File: config.mk
export PLATFORM = sky130hd
export DESIGN_NAME = idec_ctrl
export DESIGN_NICKNAME = d
export VERILOG_FILES = /design/src/rtl/idec_pkg.sv /design/src/rtl/idec_split.sv /design/src/rtl/idec_category.sv /design/src/rtl/idec_sext.sv /design/src/rtl/idec_ctrl.sv
export SDC_FILE = /design/constraint.sdc
export NUM_CORES = 1
export LEC_CHECK = 0
export CORE_UTILIZATION = 42
export CTS_BUF_LIST = sky130_fd_sc_hd__clkbuf_2
export DETAILED_ROUTE_END_ITERATION = 8
export HOLD_SLACK_MARGIN = 0.03
export MAX_ROUTING_LAYER = met4
export PLACE_DENSITY = 0.91
export SYNTH_ARGS = -nofsm -noshare
export SYNTH_HDL_FRONTEND = slang
export SYNTH_SLANG_ARGS = --single-unit
File: constraint.sdc
create_clock -name clk -period 3.85 [get_ports clk]
set_input_delay 0.9625 -clock clk [delete_from_list [all_inputs] [get_ports clk]]
set_output_delay 0.9625 -clock clk [all_outputs]
set_load 0.01 [all_outputs]
File: src/rtl/idec_pkg.sv
package idec_pkg;

    localparam int INSTR_W  = 16;
    localparam int RADDR_W  = 3;
    localparam int FNLOW_W  = 4;
    localparam int FN_W     = FNLOW_W + 1;
    localparam int COND_W   = 3;
    localparam int IMM_W    = 3;
    localparam int OFS_W    = 2 * RADDR_W;

    typedef enum logic [2:0] {
        CAT_ALU_REG   = 3'b000,
        CAT_LOAD      = 3'b001,
        CAT_STORE     = 3'b010,
        CAT_RSVD      = 3'b011,
        CAT_ALU_IMM   = 3'b100,
        CAT_SHIFT_IMM = 3'b101,
        CAT_BRANCH    = 3'b110,
        CAT_JUMP      = 3'b111
    } cat_e;

    typedef enum logic [1:0] {
        KSRC_NONE = 2'd0,
        KSRC_IMM  = 2'd1,
        KSRC_OFS  = 2'd2
    } ksrc_e;

    typedef struct packed {
        cat_e                 cat;
        logic [FNLOW_W-1:0]   fn_low;
        logic [RADDR_W-1:0]   dr;
        logic [RADDR_W-1:0]   sa;
        logic [RADDR_W-1:0]   sb;
    } fields_t;

    typedef struct packed {
        logic  reg_we;
        logic  mem_we;
        logic  b_sel_const;
        logic  res_sel_mem;
        logic  fn_pass;
        logic  fn_top;
        logic  is_jump;
        logic  is_branch;
        ksrc_e ksrc;
    } flags_t;

    function automatic fields_t split_word(input logic [INSTR_W-1:0] w);
        fields_t f;
        f.cat    = cat_e'(w[15:13]);
        f.fn_low = w[12:9];
        f.dr     = w[8:6];
        f.sa     = w[5:3];
        f.sb     = w[2:0];
        return f;
    endfunction

endpackage

File: src/rtl/idec_split.sv
module idec_split
    import idec_pkg::*;
(
    input  logic [INSTR_W-1:0] word,
    output fields_t            fields,
    output logic [IMM_W-1:0]   imm,
    output logic [OFS_W-1:0]   ofs
);
    always_comb begin
        fields = split_word(word);
        imm    = fields.sb;
        ofs    = {fields.dr, fields.sb};
    end
endmodule

File: src/rtl/idec_category.sv
module idec_category
    import idec_pkg::*;
(
    input  cat_e   cat,
    output flags_t flags
);
    always_comb begin
        flags = '0;
        unique case (cat)
            CAT_ALU_REG: begin
                flags.reg_we  = 1'b1;
                flags.fn_pass = 1'b1;
            end
            CAT_LOAD: begin
                flags.reg_we      = 1'b1;
                flags.res_sel_mem = 1'b1;
            end
            CAT_STORE: begin
                flags.mem_we = 1'b1;
            end
            CAT_ALU_IMM: begin
                flags.reg_we      = 1'b1;
                flags.b_sel_const = 1'b1;
                flags.fn_pass     = 1'b1;
                flags.ksrc        = KSRC_IMM;
            end
            CAT_SHIFT_IMM: begin
                flags.reg_we      = 1'b1;
                flags.b_sel_const = 1'b1;
                flags.fn_pass     = 1'b1;
                flags.fn_top      = 1'b1;
                flags.ksrc        = KSRC_IMM;
            end
            CAT_BRANCH: begin
                flags.is_branch = 1'b1;
                flags.ksrc      = KSRC_OFS;
            end
            CAT_JUMP: begin
                flags.is_jump = 1'b1;
                flags.ksrc    = KSRC_OFS;
            end
            default: flags = '0;
        endcase
    end
endmodule

File: src/rtl/idec_sext.sv
module idec_sext #(
    parameter int SRC_W = 3,
    parameter int DST_W = 16
) (
    input  logic [SRC_W-1:0] src,
    output logic [DST_W-1:0] dst
);
    assign dst[SRC_W-1:0] = src;
    generate
        for (genvar g = SRC_W; g < DST_W; g++) begin : g_ext
            assign dst[g] = src[SRC_W-1];
        end
    endgenerate
endmodule

File: src/rtl/idec_ctrl.sv
module idec_ctrl
    import idec_pkg::*;
#(
    parameter int DATA_W = 16
) (
    input  logic                clk,
    input  logic                rst,
    input  logic                in_valid,
    input  logic [INSTR_W-1:0]  instr,
    output logic                out_valid,
    output logic [RADDR_W-1:0]  wr_addr,
    output logic [RADDR_W-1:0]  a_addr,
    output logic [RADDR_W-1:0]  b_addr,
    output logic                reg_we,
    output logic                b_sel_const,
    output logic [FN_W-1:0]     alu_fn,
    output logic                mem_we,
    output logic                res_sel_mem,
    output logic [DATA_W-1:0]   const_val,
    output logic                is_jump,
    output logic                is_branch,
    output logic [COND_W-1:0]   cond_code
);
    fields_t              fld;
    flags_t               flg;
    logic [IMM_W-1:0]     imm_raw;
    logic [OFS_W-1:0]     ofs_raw;
    logic [DATA_W-1:0]    imm_ext;
    logic [DATA_W-1:0]    ofs_ext;
    logic [DATA_W-1:0]    const_n;
    logic [FN_W-1:0]      fn_n;
    logic [COND_W-1:0]    cond_n;

    idec_split u_split (
        .word   (instr),
        .fields (fld),
        .imm    (imm_raw),
        .ofs    (ofs_raw)
    );

    idec_category u_cat (
        .cat   (fld.cat),
        .flags (flg)
    );

    idec_sext #(.SRC_W(IMM_W), .DST_W(DATA_W)) u_sext_imm (
        .src (imm_raw),
        .dst (imm_ext)
    );

    idec_sext #(.SRC_W(OFS_W), .DST_W(DATA_W)) u_sext_ofs (
        .src (ofs_raw),
        .dst (ofs_ext)
    );

    always_comb begin
        unique case (flg.ksrc)
            KSRC_IMM: const_n = imm_ext;
            KSRC_OFS: const_n = ofs_ext;
            default:  const_n = '0;
        endcase
        fn_n   = flg.fn_pass ? {flg.fn_top, fld.fn_low} : '0;
        cond_n = (flg.is_branch && in_valid) ? fld.fn_low[COND_W-1:0] : '0;
    end

    always_ff @(posedge clk) begin
        if (rst) begin
            out_valid   <= 1'b0;
            wr_addr     <= '0;
            a_addr      <= '0;
            b_addr      <= '0;
            reg_we      <= 1'b0;
            b_sel_const <= 1'b0;
            alu_fn      <= '0;
            mem_we      <= 1'b0;
            res_sel_mem <= 1'b0;
            const_val   <= '0;
            is_jump     <= 1'b0;
            is_branch   <= 1'b0;
            cond_code   <= '0;
        end else begin
            out_valid   <= in_valid;
            wr_addr     <= fld.dr;
            a_addr      <= fld.sa;
            b_addr      <= fld.sb;
            reg_we      <= in_valid & flg.reg_we;
            b_sel_const <= flg.b_sel_const;
            alu_fn      <= fn_n;
            mem_we      <= in_valid & flg.mem_we;
            res_sel_mem <= flg.res_sel_mem;
            const_val   <= const_n;
            is_jump     <= in_valid & flg.is_jump;
            is_branch   <= in_valid & flg.is_branch;
            cond_code   <= cond_n;
        end
    end
endmodule

==> results.txt <==
Outcome = completed
Largest net degree at the start of global routing = 22
Max_cap viols = 0
RSZ-0062 raised after global routing = false
Worst endpoint required time = 2890 ps
Max incr delay on CP = 630 ps
Worst setup SP type = flop
Worst path slowest cell = clkdlybuf4s50_1
Worst-path clk slew = 150 ps
Antenna violations before repair = 0
Die height = 52.2 um
Critical path endpoint category = output pin
CTS tree = built
Clock root buffer = clkbuf_2
Synth top area share = 56.7%
Top post-synthesis cells by area = dfxtp_1 (57%), buf_4 (7.1%), nor4b_2 (7.1%), nor2b_1 (5.9%), nor3b_1 (2.8%)
Setup WS pre-CTS = 993 ps
Worst Hold Endpoint = a_addr[1]$_SDFF_PP0_
Final Max Tran Viols = 0
# setup viols final = 0
Clk sink count = 30
Slew at the pin with the worst max-slew slack = 816 ps
Area leader, netlist = dfxtp_1
WL final = 2190 um
Final Core Density = 71.7%
Slew Limit Headroom = 45.4%
Post-DR vias/cell = 4.57
Overall Global Routing Usage = 18.7%
Area Growth Syn to Fin = 55.4%
CTS max path bufs = 2
Yosys warns = 0
Via count = 790
Commonest cells after routing, fill and taps aside = clkdlybuf4s50_1 (58), dfxtp_1 (30), nor2b_1 (10), nor2_1 (7)
CP arrival = 1520 ps
Wirelength per Cell = 12.6 um
CP startpoint = const_val[14]$_SDFF_PP0_
Die X = 52.2 um
Vias in the first global route = 756
Syn Inst Count = 93
Register area share after synthesis = 56.7%
Leading cell type in the layout, fill and taps excluded = clkdlybuf4s50_1
Die area = 0.00273 mm2
Max Used Layer = met4
H-tree Lvls = 2
Total negative slack = 0 ps
Hold buffer count at cts = 0
Leak = 0.625 nW
Hold Crit Start = instr[4]
IO buf count = 58
# DRC = 0
Rows = 17
Global-route wire length before repair = 3370 um
N_diodes = 0
Routed wl met2 = 1090 um
Initial core utilization = 46.1%
Share of post-route cells with drive strength above 1 = 11.7%
Core area = 0.00230 mm2
WP buf/inv = 1
# Post-CTS Setup Buffers = 0
Final count of hold timing violations = 0
Gpl congestion = 0.787
Post-synth net total = 114
Met3 WL = 163 um
Setup ws final = 1370 ps
Post-CTS sizing = 0
Worst Hold Path Cells = 2
# nets final = 165
Critical path class = flop to output pin
ANT nets after route = 0
Pre-Repair DR Iteration Count = 4
Final worst path period share = 64.5%
Peak Freq = 403 MHz
Delay-heaviest family, CP = buffers and inverters
Synthesis-stage register bit count = 30
FILL cells = 173
Count of cell types in the netlist = 22
Final HPWL DP = 1670 um
Post-Syn Area per Cell = 11.4 um2
Crit-path max FO = 11
Worst hold path type = input port to flop
Tmin final = 2480 ps
Initial DRC Count = 9
Cts bufs inserted = 5
Power Density = 378 mW/mm2
IO Pins = 59
Grt ovf = 0
Cells along the critical path = clkdlybuf4s50_1
Post-synthesis cell area = 0.00106 mm2
Met1 WL = 890 um
Peak supply drop = 380 uV
stage by stage:
| step | area (um2) | std cells | total power, W | hold slack [ps] |
|---|---|---|---|---|
| after global routing | 1650 | 173 | 0.000653 | 1130 |
| after floorplan | 1060 | 93 | 0.000366 | 1030 |
| after detailed placement | 1580 | 165 | 0.000414 | 1530 |
| after CTS | 1650 | 173 | 0.000627 | 1130 |
| final | 1650 | 173 | 0.000623 | 1140 |
| after global placement | 1580 | 165 | 0.000412 | 1520 |
logic make-up (layout without fill, tap and decap cells):
family,count (synthesis),in the layout,share of synthesized area (%)
and+or+nand+nor,42,42,30.0
DFF,30,30,56.7
buffers and inverters,16,68,9.56
AOI/OAI and AO/OA,3,3,1.42
adders and majority gates,2,2,2.36
worst max-delay path by stage:
stage,end,cells after the start
final,const_val[13],1
after global routing,const_val[13],1
after CTS,const_val[13],1
after detailed placement,const_val[2]$_SDFF_PP0_,5
after global placement,const_val[1]$_SDFF_PP0_,5
after floorplan,const_val[0]$_SDFF_PP0_,5
flip-flops by register name, summed over array words and instances, names as in the netlist:
register     count
const_val        6
alu_fn           5
wr_addr          3
res_sel_mem      1
cond_code        3
mem_we           1
is_branch        1
b_addr           3
b_sel_const      1
reg_we           1
is_jump          1
a_addr           3
out_valid        1
routing by layer:
layer  GRT usage (%)  vias to the layer above
met5               -                        -
met4            9.21                        0
met3            8.12                        5
met2            30.8                       31
met1            18.9                      357
li1                -                      397
where the power goes:
| group | internal, W | total (W) | switching (W) |
|---|---|---|---|
| registers | 0.000321 | 0.000325 | 0.00000352 |
| logic | 0.0000495 | 0.0000820 | 0.0000325 |
| clock network | 0.000108 | 0.000216 | 0.000108 |
| total | 0.000479 | 0.000623 | 0.000144 |
Yosys cell counts:
library cell / instances
nor2_1: 7
nand2_1: 5
buf_2: 3
nor2b_2: 1
or2_1: 1
nor2b_1: 10
a21oi_1: 3
inv_2: 1
nand3b_4: 1
and4bb_1: 1
nor3b_1: 4
nor4b_2: 5
dfxtp_1: 30
nor3b_2: 1
buf_4: 10
and4b_1: 1
ha_1: 2
clkbuf_1: 1
nand2b_1: 1
nand3b_1: 3
and2_1: 1
inv_1: 1
final cells by class:
cell class	count	area, um2	area share (%)
Sequential cell	30	601	36.5
Timing Repair Buffer	58	581	35.3
Multi-Input combinational cell	47	358	21.7
Clock inverter	3	40.0	2.43
Tap cell	28	35.0	2.13
Clock buffer	5	25.0	1.52
Inverter	2	7.51	0.456
No activity file was read; power rests on OpenSTA's default activity.
